==> src/rtl/sram_lane_pkg.sv <==
package sram_lane_pkg;

   typedef enum logic [1:0] {
      MODE_DESEL = 2'd0,
      MODE_OFF   = 2'd1,
      MODE_READ  = 2'd2,
      MODE_WRITE = 2'd3
   } sram_mode_e;

   localparam int unsigned NUM_LANES = 2;

endpackage

==> src/rtl/sram_mode_decode.sv <==
module sram_mode_decode
   import sram_lane_pkg::*;
#(
   parameter int unsigned LANES = NUM_LANES
) (
   input  logic             ce1_n,
   input  logic             ce2,
   input  logic             we_n,
   input  logic             oe_n,
   input  logic [LANES-1:0] lane_n,
   output sram_mode_e       mode,
   output logic [LANES-1:0] wr_lanes,
   output logic [LANES-1:0] rd_lanes
);

   logic selected;

   assign selected = !ce1_n && ce2;

   always_comb begin
      if (!selected)       mode = MODE_DESEL;
      else if (!we_n)      mode = MODE_WRITE;
      else if (!oe_n)      mode = MODE_READ;
      else                 mode = MODE_OFF;
   end

   always_comb begin
      wr_lanes = '0;
      rd_lanes = '0;
      case (mode)
         MODE_WRITE: wr_lanes = ~lane_n;
         MODE_READ:  rd_lanes = ~lane_n;
         default: ;
      endcase
   end

endmodule

==> src/rtl/sram_lane_store.sv <==
module sram_lane_store #(
   parameter int unsigned LANE_W = 8,
   parameter int unsigned IDX_W  = 8
) (
   input  logic              clk,
   input  logic              wr_en,
   input  logic [IDX_W-1:0]  idx,
   input  logic [LANE_W-1:0] wdata,
   output logic [LANE_W-1:0] rdata
);

   localparam int unsigned DEPTH = 1 << IDX_W;

   logic [LANE_W-1:0] cells [DEPTH];

   always_ff @(posedge clk) begin
      if (wr_en) cells[idx] <= wdata;
   end

   assign rdata = cells[idx];

endmodule

==> src/rtl/sram_out_pipe.sv <==
module sram_out_pipe #(
   parameter int unsigned LANE_W = 8,
   parameter int unsigned LANES  = 2,
   parameter int unsigned STAGES = 2
) (
   input  logic                    clk,
   input  logic                    rst_n,
   input  logic [LANES*LANE_W-1:0] data_in,
   input  logic [LANES-1:0]        en_in,
   output logic [LANES-1:0]        first_en,
   output logic [LANES*LANE_W-1:0] data_out,
   output logic [LANES-1:0]        en_out
);

   localparam int unsigned WIDTH = LANES * LANE_W;

   logic [WIDTH-1:0] masked;
   logic [WIDTH-1:0] d_q [STAGES];
   logic [LANES-1:0] e_q [STAGES];

   for (genvar l = 0; l < LANES; l++) begin : g_mask
      assign masked[l*LANE_W +: LANE_W] = en_in[l] ? data_in[l*LANE_W +: LANE_W] : '0;
   end

   for (genvar s = 0; s < STAGES; s++) begin : g_stage
      if (s == 0) begin : g_head
         always_ff @(posedge clk or negedge rst_n) begin
            if (!rst_n) begin
               d_q[0] <= '0;
               e_q[0] <= '0;
            end else begin
               d_q[0] <= masked;
               e_q[0] <= en_in;
            end
         end
      end else begin : g_tail
         always_ff @(posedge clk or negedge rst_n) begin
            if (!rst_n) begin
               d_q[s] <= '0;
               e_q[s] <= '0;
            end else begin
               d_q[s] <= d_q[s-1];
               e_q[s] <= e_q[s-1];
            end
         end
      end
   end

   assign first_en = e_q[0];
   assign data_out = d_q[STAGES-1];
   assign en_out   = e_q[STAGES-1];

endmodule

==> src/rtl/byte_lane_sram.sv <==
module byte_lane_sram
   import sram_lane_pkg::*;
#(
   parameter int unsigned ADDR_W   = 19,
   parameter int unsigned LANE_W   = 8,
   parameter int unsigned STORE_AW = 8,
   parameter int unsigned RD_LAT   = 2
) (
   input  logic                       clk,
   input  logic                       rst_n,
   input  logic [ADDR_W-1:0]          addr,
   input  logic                       ce1_n,
   input  logic                       ce2,
   input  logic                       we_n,
   input  logic                       oe_n,
   input  logic                       lb_n,
   input  logic                       ub_n,
   input  logic [NUM_LANES*LANE_W-1:0] din,
   output logic [NUM_LANES*LANE_W-1:0] dout,
   output logic [NUM_LANES-1:0]        dout_en
);

   localparam int unsigned LANES  = NUM_LANES;
   localparam int unsigned DATA_W = LANES * LANE_W;

   if (STORE_AW > ADDR_W) begin : g_bad_store
      $error("STORE_AW must not exceed ADDR_W");
   end
   if (RD_LAT < 1) begin : g_bad_lat
      $error("RD_LAT must be at least 1");
   end
   if (STORE_AW > 12) begin : g_bad_size
      $error("STORE_AW too large for a model");
   end

   sram_mode_e         mode;
   logic [LANES-1:0]   lane_n;
   logic [LANES-1:0]   wr_lanes;
   logic [LANES-1:0]   rd_lanes;
   logic [LANES-1:0]   stage0_en;
   logic [STORE_AW-1:0] idx;
   logic [DATA_W-1:0]  rword;

   assign lane_n = {ub_n, lb_n};
   assign idx    = addr[STORE_AW-1:0];

   sram_mode_decode #(.LANES(LANES)) u_decode (
      .ce1_n    (ce1_n),
      .ce2      (ce2),
      .we_n     (we_n),
      .oe_n     (oe_n),
      .lane_n   (lane_n),
      .mode     (mode),
      .wr_lanes (wr_lanes),
      .rd_lanes (rd_lanes)
   );

   for (genvar l = 0; l < LANES; l++) begin : g_lane
      sram_lane_store #(.LANE_W(LANE_W), .IDX_W(STORE_AW)) u_store (
         .clk   (clk),
         .wr_en (wr_lanes[l]),
         .idx   (idx),
         .wdata (din[l*LANE_W +: LANE_W]),
         .rdata (rword[l*LANE_W +: LANE_W])
      );
   end

   sram_out_pipe #(.LANE_W(LANE_W), .LANES(LANES), .STAGES(RD_LAT)) u_pipe (
      .clk      (clk),
      .rst_n    (rst_n),
      .data_in  (rword),
      .en_in    (rd_lanes),
      .first_en (stage0_en),
      .data_out (dout),
      .en_out   (dout_en)
   );

endmodule

==> config.mk <==
export PLATFORM = sky130hd
export DESIGN_NAME = byte_lane_sram
export DESIGN_NICKNAME = d
export VERILOG_FILES = /design/src/rtl/sram_lane_pkg.sv /design/src/rtl/sram_mode_decode.sv /design/src/rtl/sram_lane_store.sv /design/src/rtl/sram_out_pipe.sv /design/src/rtl/byte_lane_sram.sv
export SDC_FILE = /design/constraint.sdc
export NUM_CORES = 2
export LEC_CHECK = 0
export ABC_AREA = 0
export BUFFER_PORTS_ARGS = -buffer_cell sky130_fd_sc_hd__buf_2
export CAP_MARGIN = 25
export CORE_UTILIZATION = 55
export CTS_BUF_LIST = sky130_fd_sc_hd__clkbuf_8
export DETAILED_ROUTE_END_ITERATION = 6
export GPL_TIMING_DRIVEN = 0
export PLACE_DENSITY = 0.75
export SLEW_MARGIN = 10
export SYNTH_ARGS = -nofsm -noshare
export SYNTH_HDL_FRONTEND = slang
export SYNTH_SLANG_ARGS = --single-unit
==> constraint.sdc <==
create_clock -name clk -period 2.5 [get_ports clk]
set_input_delay 0.25 -clock clk [delete_from_list [all_inputs] [get_ports clk]]
set_output_delay 0.25 -clock clk [all_outputs]
set_load 0.005 [all_outputs]
# Word level (Yosys, flattened, before mapping)
# Memories as Yosys holds them, arrays and structs flattened.
# Cells that the tools add are included.
# W data, S select, Z words.
# op_classes
reduce_logical,2
mux,11
eq_ne,2
bitwise_logic,1
# ops
cell,n
$mux W8,2
$mux W2,5
$eq A2 B2 Y1 const B,2
$mux W1,4
$not A2 Y2,1
$logic_and A1 B1 Y1,1
$logic_not A1 Y1,1
# word_totals
word_cells,22
in_bits,43
ramBits,4096
ff_bits,36
mem_count,2
output_inout_bits,18
# memory_table
name,words,word_bits,rd,rd_ports_with_merged_regs,write_ports,line,rtl
g_lane[0].u_store.cells,256,8,1,0,1,sram_lane_store.sv:14,logic [LANE_W-1:0] cells [DEPTH];
g_lane[1].u_store.cells,256,8,1,0,1,sram_lane_store.sv:14,

# Logic depth before layout (Yosys ltp)
# logic_depth
word_depth,7
ltp_mapped,12

# Modules after synthesis
# A second synthesis with hierarchy kept.
# unflattened
cells_unflattened,7154
hier_area_um2,157830.1
# by_module_without_submodules
mod,cells_each,seq_area_each_um2,area_each_um2,n_inst
sram_lane_store,3539,61499.0,78332.6,2
sram_out_pipe,68,900.9,1121.1,1
sram_mode_decode,8,0.0,43.8,1

# Least setup slack after synthesis
# No wires, ideal clock.
# synth_path
path_type,input -> register
start,input port addr[1]
end,memory g_lane[0].u_store.cells[152][0] (enable)
path_buffers,7
arrival_time_ns,2.429
stages,10
required_ns,2.130
path_slack_ns,-0.299
path_cell_list,buf_6 > buf_6 > buf_6 > buf_2 > buf_2 > buf_2 > nor2_1 > nand3_1 > buf_2 > nor2_1
# synth_rtl
element,line,rtl
start: declaration,byte_lane_sram.sv:11,"input logic [ADDR_W-1:0] addr,"
end: declaration,sram_lane_store.sv:14,
# Straight into the memory's write port.

# Final worst setup path
# layout_path
start,input port addr[5]
end,register u_pipe.d_q[17] in the netlist's numbering
# layout_between
elab_chain_len,2
# layout_rtl
element,line,rtl
$mem_v2 Z256 W8,-,
$mux W8,sram_out_pipe.sv:22,assign masked[l*LANE_W +: LANE_W] = en_in[l] ? data_in[l*LANE_W +: LANE_W] : '0;
net u_pipe.masked[1],sram_out_pipe.sv:17,logic [WIDTH-1:0] masked;
end: declaration,sram_out_pipe.sv:18,logic [WIDTH-1:0] d_q [STAGES];
# The timed path passes the listed nets, and every way through them passes these cells.

==> flow_summary_export.csv <==
group,metric,value,unit
run_status,status,"finished with violations",
run_status,violations,"design-rule violations, negative setup slack",
power_and_ir_drop,power_density,738,mW/mm²
flow_run,cap_violations,0,
clock_network,cts_made_buffers,632,
sta,rsz0062_at_grt,"yes",
floorplan,ios,61,
floorplan,std_cell_rows,197,
yosys,synth_most_common_cell,"edfxtp_1",
floorplan,die_h,541,µm
critical_path,timing.critical_path.fanout_max,10,
critical_path,cp-start-kind,"input pin",
sta,slew_headroom,0.0499,
floorplan,core-area,0.289,mm²
yosys,synthTopCellsByCount,"edfxtp_1, mux2i_1, nor2_1",
routing,via_count,90900,
clock_network,clkTransAtPathRegs,0.06,ns
global_routing,grt_pass1_vias,88500,
clock_network,clk_path_buf_depth,4,
critical_path,crit_top_cell,"buf_2",
sta,worst_slack,-0.481,ns
worst_hold_path,hold_path.class,"in -> reg",
sta,finalHoldViolCount,0,
critical_path,critPathMaxStageDelay,0.63,ns
layout,final_net_count,9144,
routing,drt-total-wl,511,mm
critical_path,end_kind,"flop",
floorplan,initial_core_util,0.554,
power_and_ir_drop,ir_drop,0.748,mV
yosys,async_flop_share,0.00871,
global_routing,grtUsageTotal,0.346,
clock_network,cts_sinks,4132,
layout,multi_input_area,0.0384,mm²
yosys,synth-seq-cells,4132,
critical_path,reg2reg_slack,-0.39,ns
layout,register_area,0.124,mm²
sta,setup_viol,1297,
floorplan,dieArea,0.293,mm²
power_and_ir_drop,p_total,0.137,W
layout,final_layout_size_suffix_gt1_frac,0.269,
layout,fill_cells,18800,
routing,avgViaCountPerCell,6.75,
yosys,yosys-top-cells-area,"edfxtp_1, mux4_2, mux2i_1, a22oi_1, nor2_1",
yosys,synth_top_area_frac,0.769,
yosys,avgSynthCellArea,19.3,µm²
sta,fmax,335,MHz
placement,pre_cts_ws,-3.06,ns
routing,drcViolationCount,3,
critical_path,path_cells,"buf_2 > buf_4 > buf_6 > nand4b_4 > buf_2 > o22ai_1 > nor4_4 > o211ai_1 > o21ai_2 > nand2_2 > or4_4",
worst_hold_path,holdPathStages,2,
yosys,ys_seq_area_frac,0.774,
routing,first_pass_iters,7,
placement,dpl.hpwl,360,mm
global_routing,grt_pass1_wl,690,mm
layout,syn_to_final_growth,15.6,%
clock_network,cts_root_buf,"clkbuf_8",
yosys,ys_types,50,
clock_network,cts_tree,"done",
sta,skew,0.0771,ns
yosys,synth_edf_count,4096,
critical_path,worstPathArrival,4.06,ns
yosys,synth_top_area_cell,"edfxtp_1",
sta,post-route-period-util,1.19,
yosys,synth_warnings,0,
yosys,synthFlopType,"edfxtp_1",
routing,drt_iter0_markers,14700,
global_routing,grt-ovfl-total,0,
clock_network,cts_max_level,6,
routing,final_antenna_net_count,0,
critical_path,required,3.58,ns
placement,port-buffer-count,46,
sta,hold_slack,0.0436,ns
power_and_ir_drop,p_leak,60.6,nW
critical_path,reg2reg_depth,7,
sta,slew_viol_final,0,
routing,wl_per_cell,38.0,µm
yosys,netlist_area,0.160,mm²
global_routing,antenna_found_initial,30,
global_routing,grt_max_degree,139,
yosys,syn_inst,8274,
placement,place_congestion,1.06,
critical_path,timing_worst_setup_path_type,"in -> reg",
sta,tightest_slew,1.43,ns
sta,period_needed,2.98,ns
yosys,synthesis.nets,8317,
floorplan,die_x,541,µm
clock_network,clock_latency,1.22,ns
critical_path,critPathSlowestCell,"or4_4",
## cell families after synthesis
logic type,share of synthesized area
AND/OR/NAND/NOR,0.0327
multiplexers,0.136
AO/OA/AOI/OAI,0.0397
flip-flops,0.774
buffers and inverters,0.0172
## flip-flops by register name (all words and copies together) (netlist names)
| signal | count |
|---|---|
| u_pipe.en_out | 2 |
| u_pipe.first_en | 2 |
| u_pipe.d_q | 16 |
| g_lane.u_store.cells | 4096 |
| u_pipe.data_out | 16 |
## layer usage
metal	track usage	wire length, µm	up-vias
met2	0.504	226000	7321
met5	0.00526	477	-
met4	0.239	40100	16
met3	0.134	76400	1486
met1	0.427	169000	46400
li1	-	-	35700
## per-stage QoR
stage                     area [µm²]  std cells  TNS [ns]  utilization
after CTS                     183000      13400    -95.63        0.635
final                         185000      13500    -86.53        0.641
after detailed placement      168000      12300  -9215.39        0.583
after global placement        166000      12200         -        0.575
after floorplan               161000       8274   -174.36            -
after global routing          185000      13500    -23.97        0.641
## placed cells by master, fill, tap and decap left out, types with 63 or more instances in the layout
| cell type | Yosys | layout |
|---|---|---|
| nor2_2 | 1 | 113 |
| clkinv_1 | 1 | 141 |
| a21oi_1 | 79 | 78 |
| nand2_1 | 162 | 124 |
| buf_4 | 55 | 130 |
| nor2_1 | 561 | 148 |
| buf_6 | 31 | 69 |
| inv_1 | 1 | 204 |
| buf_2 | 205 | 164 |
| edfxtp_1 | 4096 | 4096 |
| clkbuf_1 | 215 | 110 |
| clkbuf_2 | 0 | 66 |
| a22oi_1 | 388 | 387 |
| mux2i_1 | 1004 | 999 |
| o22ai_1 | 248 | 233 |
| mux4_2 | 507 | 507 |
| nand3_1 | 149 | 115 |
| nor2_4 | 0 | 301 |
| and3_1 | 63 | 63 |
| clkbuf_8 | 0 | 650 |
## worst max-delay path: cells and delay by family
kind            cells  cell delay, ns
simple gates        4            1.85
buf+inv             4            1.11
compound gates      3            0.81
## timing repair
item | in CTS | in global routing
pin swaps | 69 | 87
buffers inserted | 5 | 18
hold buffers | 29 | 0
hold endpoints to repair | 3066 | 0
setup endpoints to repair | 4104 | 2928
resized for setup | 823 | 344
## path summary, 6_finish.rpt
| path | startpoint | endpoint |
|---|---|---|
| max | addr[5] | u_pipe.d_q[17] |
| min | din[10] | g_lane[1].u_store.cells[251][2] |
| max reg2reg | g_lane[0].u_store.cells[14][2] | u_pipe.d_q[18] |
| min reg2reg | u_pipe.d_q[18] | u_pipe.data_out[2] |
| max in group asynchronous | rst_n | u_pipe.d_q[24] |
| min in group asynchronous | rst_n | u_pipe.d_q[26] |
## final cells by class
cell class,count,share of cell area
sequential,4132,0.670
multi-input combinational,3595,0.207
clock buffer,645,0.0480
tap,3880,0.0262
buffer,542,0.0187
timing repair buffer,196,0.0157
clock inverter,455,0.0139
antenna,25,0.000338
inverter,2,0.0000541
## report_power, final
group | internal, W | total (W) | switching [W]
Clock | 0.0256 | 0.0523 | 0.0268
Sequential | 0.0762 | 0.0762 | 0.00000923
Combinational | 0.00240 | 0.00810 | 0.00571
Total | 0.104 | 0.137 | 0.0325
Power figures use the tool's default switching activity.
